File: config.mk
export PLATFORM = sky130hd
export DESIGN_NAME = rx_desc_dma
export DESIGN_NICKNAME = d
export VERILOG_FILES = /design/src/rtl/rxdma_pkg.sv /design/src/rtl/rxdma_nextdesc.sv /design/src/rtl/rxdma_bufaddr.sv /design/src/rtl/rx_desc_dma.sv
export SDC_FILE = /design/constraint.sdc
export NUM_CORES = 1
export LEC_CHECK = 0
export CORE_MARGIN = 10
export CORE_UTILIZATION = 25
export DETAILED_ROUTE_END_ITERATION = 8
export SYNTH_ARGS = -nofsm -noshare
export SYNTH_HDL_FRONTEND = slang
export SYNTH_SLANG_ARGS = --single-unit
File: constraint.sdc
create_clock -name clk -period 7.3 [get_ports clk]
set_input_delay 1.46 -clock clk [delete_from_list [all_inputs] [get_ports clk]]
set_output_delay 1.46 -clock clk [all_outputs]
set_load 0.05 [all_outputs]
File: src/rtl/rxdma_pkg.sv
package rxdma_pkg;

    localparam int unsigned SLOT_BYTES = 16;
    localparam int unsigned LEN_W      = 14;
    localparam int unsigned SZW_W      = 11;   // size field in whole words

    typedef enum logic [3:0] {
        S_IDLE, S_RD0, S_RD1, S_RD2, S_RD3,
        S_RUN, S_WRB, S_TS2, S_TS3, S_CL0, S_SUSP
    } seq_state_e;

    typedef struct packed {
        logic             own;
        logic             rsv;
        logic [LEN_W-1:0] flen;
        logic [5:0]       pad_a;
        logic             first;
        logic             last;
        logic             tsw;
        logic [6:0]       pad_b;
    } status_word_t;

    function automatic logic [LEN_W-1:0] usable_bytes(input logic [SZW_W-1:0] words);
        return {1'b0, words, 2'b00};
    endfunction

    function automatic logic [31:0] close_word(input logic [LEN_W-1:0] len,
                                               input logic first, input logic last,
                                               input logic tsw);
        status_word_t s;
        s       = '0;
        s.flen  = last ? len : '0;
        s.first = first;
        s.last  = last;
        s.tsw   = last & tsw;
        return s;
    endfunction

endpackage

File: src/rtl/rxdma_nextdesc.sv
module rxdma_nextdesc #(
    parameter int unsigned AW = 32
) (
    input  logic [AW-1:0] cur,
    input  logic [AW-1:0] base,
    input  logic [AW-1:0] link,
    input  logic          wrap,
    input  logic          chain,
    output logic [AW-1:0] nxt
);
    localparam logic [AW-1:0] STRIDE = AW'(rxdma_pkg::SLOT_BYTES);

    always_comb begin
        if (chain)     nxt = link;
        else if (wrap) nxt = base;
        else           nxt = cur + STRIDE;
    end
endmodule

File: src/rtl/rxdma_bufaddr.sv
module rxdma_bufaddr #(
    parameter int unsigned AW    = 32,
    parameter int unsigned OFF_W = 14
) (
    input  logic [AW-1:0]    buf1,
    input  logic [AW-1:0]    buf2,
    input  logic [OFF_W-1:0] size1,
    input  logic [OFF_W-1:0] wptr,
    output logic [AW-1:0]    addr
);
    always_comb begin
        if (wptr < size1) addr = buf1 + AW'(wptr);
        else              addr = buf2 + AW'(wptr - size1);
    end
endmodule

File: src/rtl/rx_desc_dma.sv
module rx_desc_dma
    import rxdma_pkg::*;
#(
    parameter int unsigned AW = 32
) (
    input  logic          clk,
    input  logic          rst,
    input  logic          run_en,
    input  logic          poll_kick,
    input  logic          ts_enable,
    input  logic [AW-1:0] list_base,
    input  logic [63:0]   ts_value,
    input  logic          in_valid,
    input  logic [7:0]    in_data,
    input  logic          in_sof,
    input  logic          in_eof,
    input  logic          in_ts_hit,
    output logic          in_ready,
    output logic          mem_req,
    output logic          mem_we,
    output logic [AW-1:0] mem_addr,
    output logic [31:0]   mem_wdata,
    input  logic          mem_gnt,
    input  logic [31:0]   mem_rdata,
    output logic          buf_unavail
);
    localparam logic [AW-1:0] W1_OFS = AW'(4);
    localparam logic [AW-1:0] W2_OFS = AW'(8);
    localparam logic [AW-1:0] W3_OFS = AW'(12);

    seq_state_e        st;
    logic [AW-1:0]     cur, b1a, b2a, nxt, wr_addr;
    logic              d_wrap, d_chain;
    logic [SZW_W-1:0]  sz1w, sz2w;
    logic [LEN_W-1:0]  c1, cap, off, wptr, flen;
    logic [1:0]        lane;
    logic [31:0]       wbuf;
    logic [63:0]       ts_cap;
    logic              first_seg, eof_seen, ts_q, mid, start_d;
    logic              accept, done, word_end;

    always_comb begin
        c1  = usable_bytes(sz1w);
        cap = d_chain ? c1 : c1 + usable_bytes(sz2w);
    end

    rxdma_nextdesc #(.AW(AW)) u_next (
        .cur(cur), .base(list_base), .link(b2a),
        .wrap(d_wrap), .chain(d_chain), .nxt(nxt)
    );

    rxdma_bufaddr #(.AW(AW), .OFF_W(LEN_W)) u_baddr (
        .buf1(b1a), .buf2(b2a), .size1(c1), .wptr(wptr), .addr(wr_addr)
    );

    assign in_ready = (st == S_RUN) && run_en;
    assign accept   = in_valid && in_ready;
    assign word_end = (lane == 2'd3) || in_eof || (off + LEN_W'(1) == cap);

    always_comb begin
        mem_req   = 1'b1;
        mem_we    = 1'b0;
        mem_addr  = cur;
        mem_wdata = '0;
        unique case (st)
            S_RD0: ;
            S_RD1: mem_addr = cur + W1_OFS;
            S_RD2: mem_addr = cur + W2_OFS;
            S_RD3: mem_addr = cur + W3_OFS;
            S_WRB: begin mem_we = 1'b1; mem_addr = wr_addr; mem_wdata = wbuf; end
            S_TS2: begin mem_we = 1'b1; mem_addr = cur + W2_OFS; mem_wdata = ts_cap[31:0]; end
            S_TS3: begin mem_we = 1'b1; mem_addr = cur + W3_OFS; mem_wdata = ts_cap[63:32]; end
            S_CL0: begin
                mem_we    = 1'b1;
                mem_wdata = close_word(flen, first_seg, eof_seen, ts_q);
            end
            default: mem_req = 1'b0;
        endcase
    end

    assign done = mem_req && mem_gnt;

    always_ff @(posedge clk) begin
        if (rst) begin
            st <= S_IDLE;  cur <= '0;  b1a <= '0;  b2a <= '0;
            d_wrap <= 1'b0;  d_chain <= 1'b0;  sz1w <= '0;  sz2w <= '0;
            off <= '0;  wptr <= '0;  flen <= '0;  lane <= '0;  wbuf <= '0;
            ts_cap <= '0;  first_seg <= 1'b0;  eof_seen <= 1'b0;  ts_q <= 1'b0;
            mid <= 1'b0;  start_d <= 1'b0;  buf_unavail <= 1'b0;
        end else begin
            start_d <= run_en;
            if (!run_en && st != S_IDLE && (!mem_req || mem_gnt)) begin
                st          <= S_IDLE;
                buf_unavail <= 1'b0;
            end else begin
                unique case (st)
                    S_IDLE: if (run_en && !start_d) begin
                        cur <= list_base;  mid <= 1'b0;  eof_seen <= 1'b0;
                        st  <= S_RD0;
                    end
                    S_RD0: if (done) begin
                        if (mem_rdata[31]) st <= S_RD1;
                        else begin st <= S_SUSP; buf_unavail <= 1'b1; end
                    end
                    S_RD1: if (done) begin
                        d_wrap <= mem_rdata[31];  d_chain <= mem_rdata[30];
                        sz2w   <= mem_rdata[28:18];  sz1w <= mem_rdata[12:2];
                        st     <= S_RD2;
                    end
                    S_RD2: if (done) begin b1a <= mem_rdata[AW-1:0]; st <= S_RD3; end
                    S_RD3: if (done) begin
                        b2a <= mem_rdata[AW-1:0];
                        off <= '0;  wptr <= '0;  lane <= '0;
                        first_seg <= !mid;
                        st <= S_RUN;
                    end
                    S_RUN: if (accept) begin
                        lane <= lane + 2'd1;
                        off  <= off + LEN_W'(1);
                        if (lane == 2'd0) wbuf <= {24'd0, in_data};
                        else              wbuf[{lane, 3'b000} +: 8] <= in_data;
                        if (in_sof) begin
                            mid <= 1'b1;  flen <= LEN_W'(1);  ts_cap <= ts_value;
                        end else begin
                            flen <= flen + LEN_W'(1);
                        end
                        if (in_eof) begin
                            eof_seen <= 1'b1;
                            ts_q     <= ts_enable && in_ts_hit;
                        end
                        if (word_end) st <= S_WRB;
                    end
                    S_WRB: if (done) begin
                        lane <= '0;
                        wptr <= off;
                        if (eof_seen)        st <= ts_q ? S_TS2 : S_CL0;
                        else if (off == cap) st <= S_CL0;
                        else                 st <= S_RUN;
                    end
                    S_TS2: if (done) st <= S_TS3;
                    S_TS3: if (done) st <= S_CL0;
                    S_CL0: if (done) begin
                        cur <= nxt;
                        if (eof_seen) mid <= 1'b0;
                        eof_seen <= 1'b0;
                        st <= S_RD0;
                    end
                    S_SUSP: if (poll_kick || (in_valid && in_sof && !mid)) begin
                        buf_unavail <= 1'b0;
                        st <= S_RD0;
                    end
                    default: st <= S_IDLE;
                endcase
            end
        end
    end

    // a pending access keeps its command until granted
    a_r12_hold_until_grant: assert property (@(posedge clk) disable iff (rst)
        (mem_req && !mem_gnt) |=> (mem_req && $stable(mem_addr) &&
                                   $stable(mem_we) && $stable(mem_wdata)));

    // byte intake and memory traffic never overlap
    a_r12_intake_quiet: assert property (@(posedge clk) disable iff (rst)
        in_ready |-> !mem_req);

    // a host-owned word 0 leads to the unavailable flag
    a_r2_unowned_parks: assert property (@(posedge clk) disable iff (rst)
        (st == S_RD0 && mem_gnt && !mem_rdata[31] && run_en) |=> buf_unavail);

    // every buffer write lies inside the descriptor capacity
    a_r5_write_in_capacity: assert property (@(posedge clk) disable iff (rst)
        (st == S_WRB) |-> (wptr < cap));

    // with the start bit low and nothing pending, the engine goes quiet
    a_r10_stop_quiet: assert property (@(posedge clk) disable iff (rst)
        (!run_en && !mem_req) |=> (!in_ready && !mem_req && !buf_unavail));

endmodule

## Word-level counts from Yosys, hierarchy flattened

Index checks and enable logic that the tools add are counted.

| storage, ports and cells | value |
|---|---|
| input bits | 146 |
| output and inout port bits | 68 |
| register bits after elaboration | 270 |
| logic and storage cells | 167 |

| cells by class | value |
|---|---|
| bitwise gates (word level) | 2 |
| order comparisons | 1 |
| eq/ne operators | 30 |
| shift-type cells | 2 |
| reduce and logical (&&, ||, !) cells | 46 |
| muxes and demuxes | 54 |
| add/sub/neg operators | 12 |

Operators with widths:

| operator | number |
|---|---|
| case mux 32 bit (4 select lines) | 2 |
| 2-to-1 mux 32 bit | 6 |
| 2-to-1 mux 14 bit | 6 |
| adder 32 x 4 -> 32 bit (second input constant) | 2 |
| 2-to-1 mux 4 bit | 16 |
| case mux 32 bit (2 select lines) | 1 |
| case mux 14 bit (2 select lines) | 2 |
| case mux 4 bit (11 select lines) | 1 |
| adder 32 x 14 -> 32 bit | 1 |
| adder 32 x 3 -> 32 bit (second input constant) | 1 |
| adder 32 bit | 1 |
| adder 32 x 5 -> 32 bit (second input constant) | 1 |
| bitwise mux 32 bit | 1 |
| inequality test 2 bit (second input constant) | 16 |
| variable shift 8 x 7 -> 32 bit (first input constant) | 1 |
| indexed part select 8 x 7 -> 32 bit | 1 |
| adder 14 x 1 -> 14 bit (second input constant) | 2 |
| == test 14 bit | 2 |
| AND reduction 4 bit | 7 |
| == test 4 x 3 -> 1 bit (second input constant) | 4 |
| subtractor 14 x 13 -> 15 bit | 1 |
| adder 13 x 13 -> 14 bit | 1 |
| less-than comparator 14 x 13 -> 1 bit | 1 |
| 2-to-1 mux 1 bit | 13 |
| other kinds (28) | 57 |

## Logic depth before layout (Yosys ltp)

Gate-level depths: netlist of run 1.

| logic depth | value |
|---|---|
| word-level depth | 8 |
| mapped depth | 22 |
| gate-level depth less buffers | 22 |

## By module

Synthesis of run 1 repeated with hierarchy kept, for this count alone.

| second synthesis, totals | value |
|---|---|
| cell total of the unflattened synthesis | 2504 |
| area, all modules | 18242.5 µm² |

By module, submodules not included:

| module | cells each | times used | seq. area each (µm²) | area each (µm²) |
|---|---|---|---|---|
| rx_desc_dma | 1816 | 1 | 5405.2 | 13626.8 |
| rxdma_bufaddr | 505 | 1 | 0.0 | 3450.8 |
| rxdma_nextdesc | 183 | 1 | 0.0 | 1164.9 |

## Worst setup path before layout of run 1

OpenSTA, ideal clock, no wires.

| path | value |
|---|---|
| kind | reg2out |
| from | reg sz1w[1] |
| to | out mem_addr[24] |
| cell stages (with the launch flop) | 20 |
| required time | 5840 ps |
| arrival time | 5594 ps |
| path buffers | 0 |
| setup slack | 246 ps |
| cells stage by stage | dfxtp_1 > inv_1 > fa_1 > a21o_1 > a21oi_1 > o21ai_0 > a21oi_1 > o21ai_0 > a21oi_1 > nor2b_1 > nor2_1 > ha_1 > a21o_1 > a21oi_1 > o21ai_0 > a221o_1 > o21a_1 > o21a_1 > o21a_1 > o31ai_1 |

| between the ends | value |
|---|---|
| cells in the longest elaborated chain, start to end | 4 |
| elaborated cells on any way between the ends | 5 |
| classes of those cells | 2 x add/sub; 1 x order compare; 2 x mux |

Ends and longest elaborated chain:

| what | RTL line | text |
|---|---|---|
| from (decl) | rx_desc_dma.sv:34 | `logic [SZW_W-1:0] sz1w, sz2w;` |
| from (signal assigned) | rx_desc_dma.sv:107 | `sz2w <= mem_rdata[28:18]; sz1w <= mem_rdata[12:2];` |
| subtractor 14 x 13 -> 15 bit | rxdma_bufaddr.sv:13 | `else addr = buf2 + AW'(wptr - size1);` |
| adder 32 bit | rxdma_bufaddr.sv:13 |  |
| 2-to-1 mux 32 bit * | rxdma_bufaddr.sv:12 | `if (wptr < size1) addr = buf1 + AW'(wptr);` |
| case mux 32 bit (4 select lines) * | rx_desc_dma.sv:65 | `unique case (st)` |
| to (decl) | rx_desc_dma.sv:21 | `output logic [AW-1:0] mem_addr,` |

Mark *: on every way between the ends. The rest lies on a longest branch, timed or not.

## Worst setup path in the final report of run 1

| path | value |
|---|---|
| from | reg wptr[2] |
| to | out mem_addr[31] |

| between the ends | value |
|---|---|
| cells in the longest elaborated chain, start to end | 4 |
| elaborated cells on any way between the ends | 6 |
| classes of those cells | 3 x add/sub; 1 x order compare; 2 x mux |

Ends and longest elaborated chain:

| what | RTL line | text |
|---|---|---|
| from (decl) | rx_desc_dma.sv:35 | `logic [LEN_W-1:0] c1, cap, off, wptr, flen;` |
| from (signal assigned) | rx_desc_dma.sv:87 | `off <= '0; wptr <= '0; flen <= '0; lane <= '0; wbuf <= '0;` |
| from (signal assigned) | rx_desc_dma.sv:113 | `off <= '0; wptr <= '0; lane <= '0;` |
| from (signal assigned) | rx_desc_dma.sv:135 | `wptr <= off;` |
| subtractor 14 x 13 -> 15 bit | rxdma_bufaddr.sv:13 |  |
| adder 32 bit | rxdma_bufaddr.sv:13 |  |
| 2-to-1 mux 32 bit * | rxdma_bufaddr.sv:12 |  |
| case mux 32 bit (4 select lines) * | rx_desc_dma.sv:65 |  |

Marked as above.

==> flow_summary_export.csv, run 1 <==
group,metric,value,unit
power_and_ir_drop,vdd_drop_max,0.000316,V
route,vias,19100,
sta,fmax,0.142,GHz
hold_path,min_path_type,"flop to flop",
floorplanning,initial_utilization,0.251,
synthesis,synth_area_per_cell,7.18,sq um
clocking,ctsHoldBuffers,0,
power_and_ir_drop,switchingPower,2.48,mW
synthesis,yosysUniqueCellTypes,80,
critical_path,cp-start-kind,"flop",
clocking,htree_levels,2,
global_routing,antenna_found_initial,10,
global_routing,grt.busiest_layer,"met2",
route,drt_iter0_markers,2319,
sta,period_needed,7.05,ns
floorplanning,top_level_ports,214,
clocking,cts_tree,"built",
power_and_ir_drop,p_comb_frac,0.408,
critical_path,worstPathRequired,5.84,ns
sta,fin_tns_setup,0,ns
cells_and_area,final_cells,3585,
power_and_ir_drop,p_clk_frac,0.294,
clocking,insertion_delay,0.57,ns
critical_path,slowest_delay,0.39,ns
route,route.detailed.drc,0,
cells_and_area,layout_common_cells,"517 x nand2_1, 306 x a21oi_1, 267 x dfxtp_1",
sta,hold_viol,0,
route,ant_nets,0,
power_and_ir_drop,p_per_area,265,mW/mm^2
outcome,outcome,"finished, final reports clean",
place,gp_congestion,0.959,
global_routing,grt_util_met2,0.262,
power_and_ir_drop,seq_power_share,0.299,
critical_path,path_max_fanout,17,
floorplanning,die_x,287,microns
cells_and_area,drive_above_1_share,0.0611,
global_routing,grt_overflow,0,
clocking,cts_max_path_buffers,3,
route,viasPerCell,5.34,
critical_path,critPathKind,"flop to primary output",
sta,slew-limit-headroom,0.221,
power_and_ir_drop,p_int,3.39,mW
critical_path,critPathTopFamily,"compound AO/OA/AOI/OAI gates",
floorplanning,dieArea,0.0826,sq mm
global_routing,met3_usage,0.0504,
synthesis,synth_flop_cell,"dfxtp_1",
synthesis,syn_area,0.0179,sq mm
synthesis,yosysSeqAreaShare,0.302,
place,hpwl,54.7,mm
synthesis,synth_enable_flop_cells,0,
synthesis,synth-seq-cells,270,
critical_path,cp-end-kind,"primary output",
power_and_ir_drop,p_leak,7.98,nW
route,wirelength,73.1,mm
sta,worst_slew_pin_slew,1.15,ns
floorplanning,rows,98,
place,portBuffers,213,
sta,finalSetupViolCount,0,
cells_and_area,layout_commonest_cell,"nand2_1",
floorplanning,die_height,287,microns
route,first_pass_iters,6,
global_routing,grt_max_degree,164,
synthesis,synthCells,2492,
synthesis,yosysWarnings,0,
floorplanning,core,0.0712,sq mm
clocking,root_buffer,"clkbuf_16",
clocking,clkTransAtPathRegs,0.06,ns
place,dp.cells,3523,
route,wl_per_cell,20.4,microns
global_routing,grt_pass1_wl,110,mm
sta,period_share,0.966,
synthesis,synthArstFlopShare,0,
synthesis,synth_nets,2723,
global_routing,grt_pass1_vias,17500,
clocking,cts_made_buffers,34,
power_and_ir_drop,switching_share,0.423,
sta,rsz0062_at_grt,"true",
place,dp_slack,0.445,ns
critical_path,critPathSlowestCell,"fa_1",
critical_path,crit_chain,"inv_1 > ha_1 > inv_1 > fa_1 > a21o_1 > a21oi_2 > o21ai_0 > a21oi_1 > o21ai_1 > a21oi_1 > nor2b_1 > nor2_2 > buf_12 > ha_2 > and2_1 > a311oi_2 > a21oi_2 > a22o_1 > a31oi_2 > o311ai_2 > a311oi_1 > xnor2_1 > a211o_1 > buf_12",
cells_and_area,area_delta_synth_final,24.2,%
critical_path,critical_path_buf_inv_count,4,
cells_and_area,nets,2841,
global_routing,track_usage,0.169,
global_routing,use_met1,0.226,
clocking,clock-sinks,270,
cells_and_area,post-route-util,0.312,
sta,drv_slew,0,
sta,timing.final.ws_setup,0.250,ns
critical_path,crit_arrival,5.59,ns
sta,fin_skew,0.0394,ns
run,maxCapViolCount,0,
## worst paths after layout
path | start | end | slack [ns] | cells past startpoint
hold reg to reg | wbuf[7]$_SDFFE_PP0P_ | wbuf[7]$_SDFFE_PP0P_ | 0.45 | 2
setup / recovery | wptr[2]$_SDFFE_PP0P_ | mem_addr[31] | 0.25 | 24
setup reg to reg | sz1w[0]$_SDFFE_PP0P_ | st[1]$_SDFFE_PP0P_ | 3.37 | 11
hold / removal | wbuf[7]$_SDFFE_PP0P_ | wbuf[7]$_SDFFE_PP0P_ | 0.45 | 2
## kinds of logic (layout without fill, tap and decap cells)
kind of cell             count (synthesis)  count (layout)  synth area share
AO/OA/AOI/OAI                          757             757             0.267
XOR/XNOR                               114             114            0.0574
adder cells (fa/ha/maj)                 85              85            0.0616
buffers and inverters                  245             386            0.0521
flip-flops                             270             270             0.302
multiplexers                            13              13           0.00735
other                                    0               2                 0
AND/OR/NAND/NOR                       1008            1008             0.252
## power by group through the flow
| stage | Combinational (mW) | Clock [mW] | Sequential, mW |
|---|---|---|---|
| after CTS | 2.36 | 1.76 | 1.75 |
| after detailed placement | 2.35 | 0 | 1.78 |
| after global routing | 2.56 | 1.81 | 1.77 |
| after floorplan | 1.56 | 0 | 1.64 |
| after global placement | 2.35 | 0 | 1.78 |
| final | 2.39 | 1.73 | 1.76 |
## Yosys cell counts, types with 31 or more instances
| master | n | share of area |
|---|---|---|
| nand2_1 | 518 | 0.11 |
| xnor2_1 | 63 | 0.031 |
| o21ai_0 | 119 | 0.033 |
| nand3_1 | 79 | 0.022 |
| a21oi_1 | 308 | 0.086 |
| a22oi_1 | 33 | 0.014 |
| inv_1 | 73 | 0.015 |
| dfxtp_1 | 270 | 0.30 |
| nor3_1 | 63 | 0.018 |
| clkbuf_1 | 152 | 0.032 |
| a222oi_1 | 31 | 0.017 |
| nor2_1 | 168 | 0.035 |
| ha_1 | 80 | 0.056 |
| xor2_1 | 49 | 0.024 |
## routing by layer
metal | part of all wire | vias up | routed length [microns]
met4 | 0.023 | 18 | 1700
met2 | 0.44 | 808 | 32000
li1 | - | 9178 | -
met5 | 0.0017 | - | 123
met1 | 0.44 | 9009 | 32000
met3 | 0.10 | 136 | 7290
## worst min-delay path, delay by kind of cell, from the launching register on
kind | cells | cell delay, ns
AO/OA/AOI/OAI | 1 | 0.05
flip-flops | 1 | 0.31
AND/OR/NAND/NOR | 1 | 0.05
## flip-flops by register name, summed over array words and instances, names as in the netlist, 2 cells and up
register	count
st	4
sz1w	11
wbuf	32
off	14
flen	14
b2a	32
lane	2
cur	32
sz2w	11
b1a	32
ts_cap	64
wptr	14
## final cells by class
class                      count  area, sq um
antenna                        2         5.00
clock buffer                  40          913
clock inverter                19          204
fill                        7672        49000
inverter                      75          282
multi-input combinational   1977        11600
sequential                   270         5410
tap                          950         1190
timing repair buffer         252         2560
## through the flow
| stage | hold WS, ns | power (mW) | area, sq um |
|---|---|---|---|
| 3_3_place_gp | 0.442 | 4.13 | 21000 |
| 4_1_cts | 0.454 | 5.87 | 22200 |
| 3_5_place_dp | 0.446 | 4.13 | 21000 |
| 2_1_floorplan | 0.432 | 3.20 | 17900 |
| 5_1_grt | 0.474 | 6.14 | 22200 |
| 6_report | 0.451 | 5.88 | 22200 |
## timing repair
item,4_1_cts,5_1_grt
pin swaps,2,5
setup endpoints to repair,4,10
setup buffers,1,0
gates resized for setup,3,11
No activity file was read; power rests on OpenSTA's default activity.
==> run 2, diff against run 1 <==
- RECOVER_POWER: default -> 25
==> flow_summary_export.csv, run 2 (synthesized netlist as in run 1, its figures left out) <==
group,metric,value,unit
global_routing,grt_pass1_vias,17500,
cells_and_area,nets,2841,
sta,fin_skew,0.0402,ns
power_and_ir_drop,power.total,5.87,mW
sta,finalSetupViolCount,0,
power_and_ir_drop,p_leak,7.97,nW
sta,rsz0062_at_grt,"true",
global_routing,antenna_found_initial,10,
critical_path,cp-end-kind,"primary output",
outcome,outcome,"finished, violations left",
cells_and_area,layout_commonest_cell,"nand2_1",
route,first_pass_iters,7,
critical_path,critical_path_buf_inv_count,4,
hold_path,worstHoldStart,"wbuf[7]$_SDFFE_PP0P_",
global_routing,grt_pass1_wl,110,mm
sta,slew-limit-headroom,-1.47,
floorplanning,die_height,287,microns
critical_path,crit_start,"wptr[2]$_SDFFE_PP0P_",
route,drt_iter0_markers,2365,
clocking,htree_levels,2,
power_and_ir_drop,p_per_area,265,mW/mm^2
cells_and_area,regMostFlops,"ts_cap",
sta,drv_slew,258,
critical_path,critPathSlowestCell,"fa_1",
floorplanning,rows,98,
critical_path,crit_chain,"inv_1 > ha_1 > inv_1 > fa_1 > a21o_1 > a21oi_2 > o21ai_0 > a21oi_1 > o21ai_1 > a21oi_1 > nor2b_1 > nor2_2 > buf_12 > ha_2 > and2_1 > a311oi_2 > a21oi_2 > a22o_1 > a31oi_2 > o311ai_2 > a311oi_1 > xnor2_1 > a211o_1 > buf_12",
place,gp_congestion,0.959,
cells_and_area,post-route-util,0.311,
floorplanning,top_level_ports,214,
clocking,root_buffer,"clkbuf_16",
global_routing,grt_max_degree,164,
clocking,clock-sinks,270,
cells_and_area,area_delta_synth_final,24.0,%
hold_path,min_path_type,"flop to flop",
critical_path,path_max_fanout,17,
critical_path,crit_arrival,5.61,ns
sta,period_share,0.969,
floorplanning,core,0.0712,sq mm
floorplanning,initial_utilization,0.251,
sta,period_needed,7.07,ns
clocking,clkTransAtPathRegs,0.06,ns
critical_path,worstPathRequired,5.84,ns
outcome,violations,"capacitance limit, slew limit",
clocking,ctsHoldBuffers,0,
route,route.detailed.drc,0,
floorplanning,dieArea,0.0826,sq mm
sta,hold_viol,0,
global_routing,track_usage,0.169,
sta,fmax,0.141,GHz
cells_and_area,drive_above_1_share,0.0611,
route,wl_per_cell,20.4,microns
floorplanning,die_x,287,microns
critical_path,critPathKind,"flop to primary output",
critical_path,cp-start-kind,"flop",
route,viasPerCell,5.36,
clocking,cts_tree,"built",
critical_path,rrSetupSlack,3.36,ns
critical_path,critPathTopFamily,"compound AO/OA/AOI/OAI gates",
place,hpwl,54.7,mm
route,ant_nets,0,
power_and_ir_drop,vdd_drop_max,0.000316,V
route,vias,19200,
route,wirelength,73.2,mm
cells_and_area,largest_register_ffs,64,
global_routing,grt_overflow,0,
sta,worst_slew_pin_slew,3.70,ns
critical_path,slowest_delay,0.39,ns
critical_path,rr_startpoint,"sz1w[0]$_SDFFE_PP0P_",
cells_and_area,layout_common_cells,"517 x nand2_1, 306 x a21oi_1, 267 x dfxtp_1",
run,maxCapViolCount,2,
place,portBuffers,213,
clocking,insertion_delay,0.57,ns
clocking,cts_max_path_buffers,3,
clocking,cts_made_buffers,34,
## run 2: cell type report
class	instances	area (sq um)
multi-input cells	1977	11600
well taps	950	1190
repair buffers	252	2540
inverters	75	282
clock inverters	19	204
clock buffers	40	913
diodes	2	5.00
fillers	7677	49100
flip-flops and latches	270	5410
## run 2: worst min-delay path, cell delays in order, from the launching register on
cell     delay [ns]
dfxtp_1        0.31
nand2_1        0.05
a21oi_1        0.05
## run 2: metal layers
metal | up-vias | global-route usage | routed length, microns
met5 | - | 0 | 123
met4 | 18 | 0.0403 | 1660
met3 | 128 | 0.0504 | 7490
met2 | 841 | 0.262 | 32100
met1 | 9065 | 0.226 | 31800
li1 | 9177 | - | -
## run 2: timing repair
action	in CTS	in global routing
gates resized for setup	3	11
buffers inserted	1	0
pin swaps	2	5
endpoints found under the hold margin	0	0
setup endpoints to repair	4	10
## run 2: stage by stage
step	cell area (sq um)	cells	setup WS, ns	setup TNS, ns	hold slack, ns
2_1_floorplan	17900	2492	0.246	0	0.432
4_1_cts	22200	3583	0.0469	0	0.454
3_5_place_dp	21000	3523	0.445	0	0.446
5_1_grt	22200	3583	-0.0568	-0.112	0.474
6_report	22200	3585	0.230	0	0.452
3_3_place_gp	21000	3523	0.459	0	0.442
## run 2: report_power, final
group | switching, mW | leakage [nW] | total [mW] | internal (mW)
sequential | 0.195 | 2.18 | 1.76 | 1.56
clock | 0.744 | 0.546 | 1.72 | 0.979
combinational | 1.54 | 5.24 | 2.39 | 0.850
total | 2.48 | 7.97 | 5.87 | 3.39
## run 2: path summary, 6_finish.rpt
| kind | endpoint | depth (start not counted) |
|---|---|---|
| hold / removal | wbuf[7]$_SDFFE_PP0P_ | 2 |
| setup / recovery | mem_addr[31] | 24 |
| hold reg to reg | wbuf[7]$_SDFFE_PP0P_ | 2 |
| setup reg to reg | st[1]$_SDFFE_PP0P_ | 11 |
